## src/rtl/ulpi_phy_pkg.sv

```systemverilog
// Shared types for the ULPI PHY-side controller.
// Assumes an 8-bit single-data-rate bus; the status byte packs three 2-bit fields.
package ulpi_phy_pkg;

    typedef enum logic [3:0] {
        ST_PWRUP,
        ST_IDLE,
        ST_FALL,
        ST_WCMD,
        ST_WADDR,
        ST_WDATA,
        ST_WEND,
        ST_RCMD,
        ST_RADDR,
        ST_RTURN,
        ST_RDATA,
        ST_XTURN,
        ST_XDATA,
        ST_TCMD,
        ST_TDATA
    } phy_state_e;

    typedef enum logic [1:0] {
        OP_NONE  = 2'b00,
        OP_TX    = 2'b01,
        OP_WRITE = 2'b10,
        OP_READ  = 2'b11
    } link_op_e;

    localparam logic [5:0] EXT_ADDR_CODE = 6'h2F;

    typedef struct packed {
        logic [1:0] ev;
        logic [1:0] vbus;
        logic [1:0] line;
    } bus_status_t;

    function automatic logic [7:0] pack_status(input bus_status_t s);
        return {2'b00, s.ev, s.vbus, s.line};
    endfunction

endpackage

```

## src/rtl/ulpi_status_track.sv

```systemverilog
// Keeps the last reported bus status and flags a difference.
// Assumes take pulses only in the idle cycle that launches a report.
module ulpi_status_track
    import ulpi_phy_pkg::*;
(
    input  logic        clk,
    input  logic        rst_n,
    input  bus_status_t cur,
    input  logic        take,
    output logic        changed,
    output logic [7:0]  snap_byte
);

    bus_status_t last_q;
    logic [7:0]  snap_q;

    // Record the reported status and freeze the byte to send.
    always_ff @(posedge clk) begin
        if (!rst_n) begin
            last_q <= '0;
            snap_q <= '0;
        end else if (take) begin
            last_q <= cur;
            snap_q <= pack_status(cur);
        end
    end

    // Difference between the live status and the last one reported.
    always_comb begin
        changed = (cur != last_q);
    end

    assign snap_byte = snap_q;

endmodule

```

## src/rtl/ulpi_reg_bank.sv

```systemverilog
// Byte-wide register bank behind the command controller.
// Addresses at or above REG_COUNT read zero and ignore writes.
module ulpi_reg_bank #(
    parameter int AW        = 8,
    parameter int DW        = 8,
    parameter int REG_COUNT = 48
) (
    input  logic          clk,
    input  logic          rst_n,
    input  logic          wr_en,
    input  logic [AW-1:0] addr,
    input  logic [DW-1:0] wr_data,
    output logic [DW-1:0] rd_data
);

    logic [DW-1:0]        regs [REG_COUNT];
    logic [REG_COUNT-1:0] hit;

    genvar g;
    generate
        for (g = 0; g < REG_COUNT; g++) begin : g_decode
            assign hit[g] = (addr == AW'(g));
        end
    endgenerate

    // Store write data into the addressed register.
    always_ff @(posedge clk) begin
        if (!rst_n) begin
            for (int i = 0; i < REG_COUNT; i++) regs[i] <= '0;
        end else if (wr_en) begin
            for (int i = 0; i < REG_COUNT; i++) begin
                if (hit[i]) regs[i] <= wr_data;
            end
        end
    end

    // Read mux, zero when no register matches.
    always_comb begin
        rd_data = '0;
        for (int i = 0; i < REG_COUNT; i++) begin
            if (hit[i]) rd_data = regs[i];
        end
    end

endmodule

```

## src/rtl/ulpi_cmd_fsm.sv

```systemverilog
// Command decoder and bus-direction sequencer for the PHY side of ULPI.
// Samples the link byte and STP at each rising edge; DIR, NXT and the
// output enable decode the registered state, so they never glitch.
// Assumes the link holds each byte until it sees NXT high at an edge.
module ulpi_cmd_fsm
    import ulpi_phy_pkg::*;
#(
    parameter int PWRUP_CYCLES = 8
) (
    input  logic       clk,
    input  logic       rst_n,
    input  logic [7:0] link_data,
    input  logic       stp,
    input  logic       stat_changed,
    input  logic [7:0] stat_byte,
    input  logic [7:0] reg_rdata,
    output logic       stat_take,
    output logic       dir,
    output logic       nxt,
    output logic       data_oe,
    output logic [7:0] data_out,
    output logic       reg_we,
    output logic [7:0] reg_addr,
    output logic [7:0] reg_wdata,
    output logic       tx_start,
    output logic [3:0] tx_pid,
    output logic       tx_valid,
    output logic [7:0] tx_byte
);

    localparam int               PW_W    = $clog2(PWRUP_CYCLES) + 1;
    localparam logic [PW_W-1:0]  PW_LAST = PW_W'(PWRUP_CYCLES - 1);

    phy_state_e      st;
    logic [PW_W-1:0] pw_cnt;
    logic            ext_q;
    logic [7:0]      addr_q;
    logic [7:0]      wdat_q;
    logic [7:0]      out_q;
    logic            we_q;
    logic            tx_start_q;
    logic [3:0]      tx_pid_q;
    logic            tx_valid_q;
    logic [7:0]      tx_byte_q;
    link_op_e        op;

    assign op = link_op_e'(link_data[7:6]);

    // Launch a status report only from idle with no command on the bus.
    always_comb begin
        stat_take = (st == ST_IDLE) && (op == OP_NONE) && stat_changed;
    end

    // Bus-facing controls decoded from the registered state.
    always_comb begin
        dir     = (st == ST_PWRUP) || (st == ST_RTURN) || (st == ST_RDATA) ||
                  (st == ST_XTURN) || (st == ST_XDATA);
        nxt     = (st == ST_WCMD)  || (st == ST_WADDR) || (st == ST_WDATA) ||
                  (st == ST_RCMD)  || (st == ST_RADDR) ||
                  (st == ST_TCMD)  || (st == ST_TDATA);
        data_oe = (st == ST_RDATA) || (st == ST_XDATA);
        data_out = data_oe ? out_q : 8'h00;
    end

    // Main sequencer: command decode, handshakes and turnarounds.
    always_ff @(posedge clk) begin
        if (!rst_n) begin
            st         <= ST_PWRUP;
            pw_cnt     <= '0;
            ext_q      <= 1'b0;
            addr_q     <= '0;
            wdat_q     <= '0;
            out_q      <= '0;
            we_q       <= 1'b0;
            tx_start_q <= 1'b0;
            tx_pid_q   <= '0;
            tx_valid_q <= 1'b0;
            tx_byte_q  <= '0;
        end else begin
            we_q       <= 1'b0;
            tx_start_q <= 1'b0;
            tx_valid_q <= 1'b0;
            case (st)
                ST_PWRUP: begin
                    if (pw_cnt == PW_LAST) st <= ST_FALL;
                    else                   pw_cnt <= pw_cnt + 1'b1;
                end
                ST_FALL: st <= ST_IDLE;
                ST_IDLE: begin
                    case (op)
                        OP_WRITE: begin
                            st     <= ST_WCMD;
                            ext_q  <= (link_data[5:0] == EXT_ADDR_CODE);
                            addr_q <= {2'b00, link_data[5:0]};
                        end
                        OP_READ: begin
                            st     <= ST_RCMD;
                            ext_q  <= (link_data[5:0] == EXT_ADDR_CODE);
                            addr_q <= {2'b00, link_data[5:0]};
                        end
                        OP_TX: begin
                            st       <= ST_TCMD;
                            tx_pid_q <= link_data[3:0];
                        end
                        default: begin
                            if (stat_changed) st <= ST_XTURN;
                        end
                    endcase
                end
                ST_WCMD: begin
                    if (stp)        st <= ST_IDLE;
                    else if (ext_q) st <= ST_WADDR;
                    else            st <= ST_WDATA;
                end
                ST_WADDR: begin
                    if (stp) st <= ST_IDLE;
                    else begin
                        addr_q <= link_data;
                        st     <= ST_WDATA;
                    end
                end
                ST_WDATA: begin
                    if (stp) st <= ST_IDLE;
                    else begin
                        wdat_q <= link_data;
                        st     <= ST_WEND;
                    end
                end
                ST_WEND: begin
                    we_q <= stp;
                    st   <= ST_IDLE;
                end
                ST_RCMD: begin
                    if (stp)        st <= ST_IDLE;
                    else if (ext_q) st <= ST_RADDR;
                    else            st <= ST_RTURN;
                end
                ST_RADDR: begin
                    if (stp) st <= ST_IDLE;
                    else begin
                        addr_q <= link_data;
                        st     <= ST_RTURN;
                    end
                end
                ST_RTURN: begin
                    out_q <= reg_rdata;
                    st    <= ST_RDATA;
                end
                ST_RDATA: st <= ST_FALL;
                ST_XTURN: begin
                    out_q <= stat_byte;
                    st    <= ST_XDATA;
                end
                ST_XDATA: st <= ST_FALL;
                ST_TCMD: begin
                    if (stp) st <= ST_IDLE;
                    else begin
                        tx_start_q <= 1'b1;
                        st         <= ST_TDATA;
                    end
                end
                ST_TDATA: begin
                    if (stp) st <= ST_IDLE;
                    else begin
                        tx_valid_q <= 1'b1;
                        tx_byte_q  <= link_data;
                    end
                end
                default: st <= ST_IDLE;
            endcase
        end
    end

    assign reg_we    = we_q;
    assign reg_addr  = addr_q;
    assign reg_wdata = wdat_q;
    assign tx_start  = tx_start_q;
    assign tx_pid    = tx_pid_q;
    assign tx_valid  = tx_valid_q;
    assign tx_byte   = tx_byte_q;

endmodule

```

## src/rtl/ulpi_phy_port.sv

```systemverilog
// Top of the ULPI PHY-side controller: sequencer, status tracker and
// register bank. Assumes one clock domain and a synchronous reset.
module ulpi_phy_port
    import ulpi_phy_pkg::*;
#(
    parameter int PWRUP_CYCLES = 8,
    parameter int REG_COUNT    = 48
) (
    input  logic       clk,
    input  logic       rst_n,
    input  logic [7:0] link_data,
    output logic [7:0] phy_data,
    output logic       phy_data_oe,
    output logic       dir,
    output logic       nxt,
    input  logic       stp,
    input  logic [1:0] line_state,
    input  logic [1:0] vbus_state,
    input  logic [1:0] rx_event,
    output logic       tx_start,
    output logic [3:0] tx_pid,
    output logic       tx_valid,
    output logic [7:0] tx_byte
);

    bus_status_t cur_stat;
    logic        stat_changed;
    logic        stat_take;
    logic [7:0]  stat_byte;
    logic        reg_we_w;
    logic [7:0]  reg_addr_w;
    logic [7:0]  reg_wdata_w;
    logic [7:0]  reg_rdata_w;

    assign cur_stat = '{ev: rx_event, vbus: vbus_state, line: line_state};

    ulpi_status_track i_stat (
        .clk       (clk),
        .rst_n     (rst_n),
        .cur       (cur_stat),
        .take      (stat_take),
        .changed   (stat_changed),
        .snap_byte (stat_byte)
    );

    ulpi_reg_bank #(
        .AW        (8),
        .DW        (8),
        .REG_COUNT (REG_COUNT)
    ) i_regs (
        .clk     (clk),
        .rst_n   (rst_n),
        .wr_en   (reg_we_w),
        .addr    (reg_addr_w),
        .wr_data (reg_wdata_w),
        .rd_data (reg_rdata_w)
    );

    ulpi_cmd_fsm #(
        .PWRUP_CYCLES (PWRUP_CYCLES)
    ) i_fsm (
        .clk          (clk),
        .rst_n        (rst_n),
        .link_data    (link_data),
        .stp          (stp),
        .stat_changed (stat_changed),
        .stat_byte    (stat_byte),
        .reg_rdata    (reg_rdata_w),
        .stat_take    (stat_take),
        .dir          (dir),
        .nxt          (nxt),
        .data_oe      (phy_data_oe),
        .data_out     (phy_data),
        .reg_we       (reg_we_w),
        .reg_addr     (reg_addr_w),
        .reg_wdata    (reg_wdata_w),
        .tx_start     (tx_start),
        .tx_pid       (tx_pid),
        .tx_valid     (tx_valid),
        .tx_byte      (tx_byte)
    );

endmodule

```

## config.mk

```make
export PLATFORM = sky130hd
export DESIGN_NAME = ulpi_phy_port
export DESIGN_NICKNAME = d
export VERILOG_FILES = /design/src/rtl/ulpi_phy_pkg.sv /design/src/rtl/ulpi_status_track.sv /design/src/rtl/ulpi_reg_bank.sv /design/src/rtl/ulpi_cmd_fsm.sv /design/src/rtl/ulpi_phy_port.sv
export SDC_FILE = /design/constraint.sdc
export NUM_CORES = 1
export LEC_CHECK = 0
export CORE_ASPECT_RATIO = 1.4
export CORE_UTILIZATION = 48
export CTS_CLUSTER_SIZE = 10
export DETAILED_ROUTE_END_ITERATION = 7
export DONT_BUFFER_PORTS = 1
export PLACE_DENSITY = 0.74
export SYNTH_ARGS = -nofsm -noshare
export SYNTH_HDL_FRONTEND = slang
export SYNTH_SLANG_ARGS = --single-unit
```

## constraint.sdc

```tcl
create_clock -name clk -period 2.55 [get_ports clk]
set_clock_uncertainty 0.05 [all_clocks]
set_input_delay 0.1275 -clock clk [delete_from_list [all_inputs] [get_ports clk]]
set_output_delay 0.1275 -clock clk [all_outputs]
set_load 0.1 [all_outputs]
```

[Word level (Yosys, flattened, before mapping)]
Memories as Yosys holds them, arrays and structs flattened.
Cells that the tools add are included.
Word-level totals
  memories: 1
  word-level logic and storage cells: 477
  bits of input ports: 17
  memory bits (writable): 384
  register bits after elaboration: 60
  output and inout bits: 25
Cells by class
  bitwise logic cells: 50
  equality and inequality tests: 71
  reduce and logical (&&, ||, !) cells: 31
  add/sub/neg operators: 1
  multiplexer cells: 308
Memory list
  i_regs.regs: depth 48, bits a word 8, rd ports 48, clocked after memory_dff 0, wr ports 48, RTL line ulpi_reg_bank.sv:16  | logic [DW-1:0] regs [REG_COUNT];
Operators with widths (number)
  two-way mux 8 bit: 99
  two-way mux 1 bit: 196
  equality test 8 x 5 -> 1 bit (second input constant): 16
  equality test 8 x 6 -> 1 bit (second input constant): 16
  equality test 8 x 4 -> 1 bit (second input constant): 8
  OR 1 bit: 48
  case mux 4 bit (12 select lines): 1
  equality test 8 x 3 -> 1 bit (second input constant): 4
  case mux 8 bit (2 select lines): 2
  equality test 4 bit (second input constant): 7
  two-way mux 4 bit: 7
  equality test 4 x 3 -> 1 bit (second input constant): 5
  equality test 8 x 2 -> 1 bit (second input constant): 2
  AND reduction 2 bit: 8
  case mux 4 bit (3 select lines): 1
  logical OR 1 bit: 11
  equality test 8 x 1 -> 1 bit (second input constant): 1
  zero test 8 bit: 1
  inequality test 2 bit (second input constant): 4
  equality test 6 bit (second input constant): 1
  two-way mux 3 bit: 2
  inequality test 6 bit: 1
  AND reduction 3 bit: 2
  OR reduction 2 bit: 3
  11 further kinds: 15

[Longest topological paths before layout]
  depth in word-level cells: 50
  depth in mapped cells: 12
  depth with buffers taken out: 7

[Cells and area by module]
A second synthesis with hierarchy kept.
Unflattened totals
  cell total of the unflattened synthesis: 1768
  area, all modules: 20050.5 sq um
By module, submodules not included
  ulpi_reg_bank: area an instance 17463.0 sq um, instances 1, seq. area each 11531.1 sq um, cells an instance 1484
  ulpi_cmd_fsm: area an instance 2282.2 sq um, instances 1, seq. area each 960.9 sq um, cells an instance 254
  ulpi_status_track: area an instance 305.3 sq um, instances 1, seq. area each 120.1 sq um, cells an instance 30

[Least setup slack after synthesis]
OpenSTA, ideal clock, no wires.
  path type: reg2out
  start: register i_fsm.st[0]
  end: output phy_data[0]
  stages on the path, launching flop included: 7
  data required time: 2.372 ns
  buffers on the path: 2
  arrival time: 3.429 ns
  setup slack: -1.057 ns
  cells stage by stage: dfxtp_1 buf_2 clkbuf_1 inv_1 nand2_1 a21oi_1 and2_1
On the way
  longest elaborated chain between the ends: 3
  elaborated cells between the ends (all ways): 4
  classes of those cells: 2 x eq/ne; 1 x mux; 1 x reduce/logical
RTL lines
  start, declared: RTL line ulpi_cmd_fsm.sv:34  | phy_state_e st;
  start signal, assigned: RTL line ulpi_cmd_fsm.sv:68  | st <= ST_PWRUP;
  start signal, assigned: RTL line ulpi_cmd_fsm.sv:85  | if (pw_cnt == PW_LAST) st <= ST_FALL;
  start signal, assigned: RTL line ulpi_cmd_fsm.sv:88  | ST_FALL: st <= ST_IDLE;
  equality test 4 bit: RTL line ulpi_cmd_fsm.sv:61  | data_oe = (st == ST_RDATA) || (st == ST_XDATA);
  logical OR 1 bit (*): RTL line ulpi_cmd_fsm.sv:61
  via phy_data_oe: RTL line ulpi_phy_port.sv:13  | output logic phy_data_oe,
  two-way mux 8 bit (*): RTL line ulpi_cmd_fsm.sv:62  | data_out = data_oe ? out_q : 8'h00;
  end, declared: RTL line ulpi_phy_port.sv:12  | output logic [7:0] phy_data,
Mark *: on every way through the listed nets, which the timed path passes. The rest lies on a longest branch.

[Worst setup path after layout]
  start: register i_fsm.addr_q[0] (netlist: i_fsm.reg_addr[0])
  end: register i_fsm.out_q[3]
On the way
  longest elaborated chain between the ends: 50
  elaborated cells between the ends (all ways): 97
  classes of those cells: 47 x eq/ne; 49 x mux; 1 x reduce/logical
RTL lines
  start, declared: RTL line ulpi_cmd_fsm.sv:37  | logic [7:0] addr_q;
  start signal, assigned: RTL line ulpi_cmd_fsm.sv:94  | addr_q <= {2'b00, link_data[5:0]};
  start signal, assigned: RTL line ulpi_cmd_fsm.sv:99  | addr_q <= {2'b00, link_data[5:0]};
  start signal, assigned: RTL line ulpi_cmd_fsm.sv:118  | addr_q <= link_data;
  zero test 8 bit: RTL line ulpi_reg_bank.sv:22  | assign hit[g] = (addr == AW'(g));
  two-way mux 8 bit (47 in a row): RTL line ulpi_reg_bank.sv:41  | if (hit[i]) rd_data = regs[i];
  two-way mux 8 bit (*): RTL line ulpi_reg_bank.sv:41
  case mux 8 bit (2 select lines) (*): RTL line ulpi_cmd_fsm.sv:83  | case (st)
  end signal, assigned: RTL line ulpi_cmd_fsm.sv:146  | out_q <= reg_rdata;
  end signal, assigned: RTL line ulpi_cmd_fsm.sv:151  | out_q <= stat_byte;
  end, declared: RTL line ulpi_cmd_fsm.sv:39  | logic [7:0] out_q;
Mark *: on every way between the ends. The rest lies on a longest branch, timed or not.
A chain may end at the register's enable or synchronous reset.

==> flow_summary.yaml <==
worst_setup_path:
  worstPathMaxFanout: 20
  rr_worst_depth: 11
  crit_arrival_ns: 3.19
  startpoint_type: "register"
  path_cells: "buf_4 > buf_12 > mux2i_2 > nor3_2 > buf_4 > a211oi_1 > o21ai_1 > a22oi_2 > buf_4 > a311oi_4 > a21o_1"
  timing.rr.end: "i_fsm.out_q[3]"
  criticalPathCategory: "reg -> reg"
  worst_path_most_repeated_cell: "buf_4"
  critical_path_required_ns: 2.97
  endpoint_kind: "register"
  r2r_setup_slack_ns: -0.23
  cp_slowest_stage_delay_ns: 0.41
  critPathTopFamily: "compound AO/OA/AOI/OAI gates"
  cp.depth: 11
  crit_slowest_cell: "dfxtp_4"
  critPathLaunch: "i_fsm.reg_addr[0]"
  path_buf_inv: 4
  r2r_start: "i_fsm.reg_addr[0]"
cells_and_area:
  antenna_cells: 0
  postLayoutCoreUtil_pct: 63.53
  fin_nets: 2194
  drive_above_1_share_pct: 27.54
  stdcell_count: 2737
  layout_commonest_cell: "edfxtp_1"
  syn_to_final_growth_pct: 29.51
  final_cell_mix: "edfxtp_1, nor2_1, buf_4"
power_and_ir_drop:
  power_uw: 16230
  pwr_density_cell_mw_per_mm2: 615.4
  irDropWorstVdd_mv: 0.6402
  p_leak_uw: 0.009457
synth:
  synth_xor_xnor_area_share_pct: 0.3871
  syn_inst: 1834
  synth_top_family_by_area: "simple AND/OR/NAND/NOR gates"
  muxShareOfSynthArea_pct: 3.398
  netlist_area_mm2: 0.02036
  synth-simple-area-share_pct: 17.22
  yosysUniqueCellTypes: 88
  synthAdderAreaFrac_pct: 0.06144
  synthArstFlopShare_pct: 0
  synthFlopType: "edfxtp_1"
  synth_area_per_cell_um2: 11.10
  yosysSeqAreaShare_pct: 61.94
  ys_top_cells_by_area: "edfxtp_1, nor2_1, dfxtp_1"
  yosys_register_bits: 438
  synth_edf_count: 384
  yosys.area.top_type: "edfxtp_1"
  synth_top_area_share_pct: 56.63
  synth-compound-area-share_pct: 13.30
  yosys_warnings: 0
  syn_nets: 1852
place:
  post-place-ws_ns: -0.9514
  gp_congestion: 1.051
  portBuffers: 0
  dp.cells: 2600
  dp_hpwl_um: 58610
drt:
  post_drt_via_cell_ratio: 6.424
  wl_met2_um: 40280
  drt-met1-wl_um: 27260
  wl_per_cell_um: 30.25
  postRouteAntennaNets: 0
  drt_pass1_iterations: 6
  wl_met3_um: 7335
  wirelength_um: 82800
  dr_total_vias: 17580
  top_layer_used: "met4"
  drc_errors: 0
  drt_iter0_markers: 2256
clocking:
  cts_tree: "built"
  cts.sinks: 438
  clock_path_buffers: 3
  clk_pin_slew_ns: 0.06
  cts_buffers: 50
  clk_latency_ns: 0.58
  cts-htree-levels: 2
  clockRootBuffer: "clkbuf_16"
worst_hold_path:
  hold_end: "i_regs.regs[0][52]"
  whs_path_depth: 1
  hold_start: "rst_n"
  hold_path.class: "in -> reg"
timing:
  hold-worst-slack_ns: -0.01826
  fin_setup_tns_ns: -1.489
  final_hold_viol_count: 38
  rsz0062_at_grt: "true"
  period_minus_slack_ns: 2.776
  clock.fmax_mhz: 360.3
  slew_headroom_pct: 37.42
  period_share_pct: 108.8
  setup-violations-final: 14
  slew_violations: 0
  setup_slack_ns: -0.2256
  tightest_slew_ns: 0.9373
grt:
  grt_pass1_wl_um: 117600
  grt_overflow_total: 0
  grt_max_degree: 69
  antenna_found_initial: 0
  grtUsageTotal_pct: 38.12
  grt_pass1_vias: 17470
floorplanning:
  dieHeight_um: 245.7
  io_pins: 42
  fp-row-count: 88
  dieArea_mm2: 0.04326
  start_util_pct: 49.06
  core_area_mm2: 0.04151
  dieWidth_um: 176.1
status:
  violations: "negative hold slack, negative setup slack"
  status: "finished, violations left"
flow_run:
  drv_cap: 0
## state kept, by name, indices dropped and copies added, names as in the netlist, 4 cells and up
| signal | cells |
|---|---|
| i_fsm.st | 4 |
| i_fsm.reg_wdata | 8 |
| i_fsm.tx_byte | 8 |
| i_fsm.reg_addr | 8 |
| i_fsm.out_q | 8 |
| i_fsm.tx_pid | 4 |
| i_regs.regs | 384 |
| i_fsm.pw_cnt | 4 |
## where the power goes
group	leakage, µW	switching (µW)	total (µW)	internal [µW]
sequential	0.00440	153	8170	8010
clock	0.000673	2760	6420	3660
combinational	0.00438	1010	1640	631
total	0.00946	3930	16200	12300
## metal layers
layer,vias up,global-route usage [%]
li1,7494,-
met1,8513,42.71
met2,1190,64.81
met3,386,5.937
met4,0,29.41
met5,-,0
## cell families after synthesis
family	after synthesis
AOI/OAI and AO/OA	394
adders and majority gates	1
buffers and inverters	156
xor gates and xnor gates	9
muxes	62
DFF	438
and+or+nand+nor	774
## cell usage after synthesis (all sizes together) (9+ instances only)
| library cell | count |
|---|---|
| inv | 21 |
| nand2b | 15 |
| clkbuf | 67 |
| nand2 | 206 |
| o31ai | 9 |
| nand4 | 10 |
| a21oi | 66 |
| nor2b | 20 |
| a211oi | 18 |
| and2 | 14 |
| nor3 | 38 |
| o221ai | 17 |
| a2111oi | 12 |
| dfxtp | 54 |
| a22oi | 23 |
| nor2 | 371 |
| nand3 | 25 |
| o21ai | 77 |
| a31oi | 20 |
| a21o | 9 |
| a221oi | 14 |
| o22ai | 35 |
| mux2i | 50 |
| o211ai | 15 |
| buf | 68 |
| nor4 | 17 |
| edfxtp | 384 |
## worst register-to-register path, delay by kind of cell (launching register included)
kind            cells  cell delay (ns)
compound gates      5             1.08
flops               1             0.41
buf+inv             4             0.74
mux                 1             0.32
simple gates        1             0.08
## metrics by stage
| stage | hold WS [ns] | instance area, µm² |
|---|---|---|
| after CTS | -0.3668 | 25920 |
| after global routing | 0.001819 | 26370 |
| after detailed placement | 0.1733 | 23630 |
| after global placement | 0.1686 | 23630 |
| after floorplan | 0.2135 | 20380 |
| final | -0.01826 | 26370 |
## how the worst max path moves through the flow
stage | slack, ns | end
6_report | -0.23 | i_fsm.out_q[3]
3_3_place_gp | -0.93 | i_fsm.out_q[3]
5_1_grt | -0.23 | i_fsm.out_q[3]
4_1_cts | -0.15 | i_fsm.out_q[7]
3_5_place_dp | -0.95 | i_fsm.out_q[3]
2_1_floorplan | -0.01 | phy_data[0]
## final cells by class
cell class	count	area (µm²)
clock inverters	4	21.27
clock buffers	69	1364
fillers	3243	15140
multi-input cells	1240	7611
inverters	21	78.83
repair buffers	425	3994
flip-flops and latches	438	12630
well taps	540	675.6
## repair_timing
action                                  4_1_cts  5_1_grt
pin swaps                                    26       35
buffers inserted                             27       17
endpoints found under the setup margin       24       92
gates resized for setup                     104       77
hold buffers                                 20        2
endpoints found under the hold margin       364      217
gates cloned                                  1        1
Power figures use the tool's default switching activity.
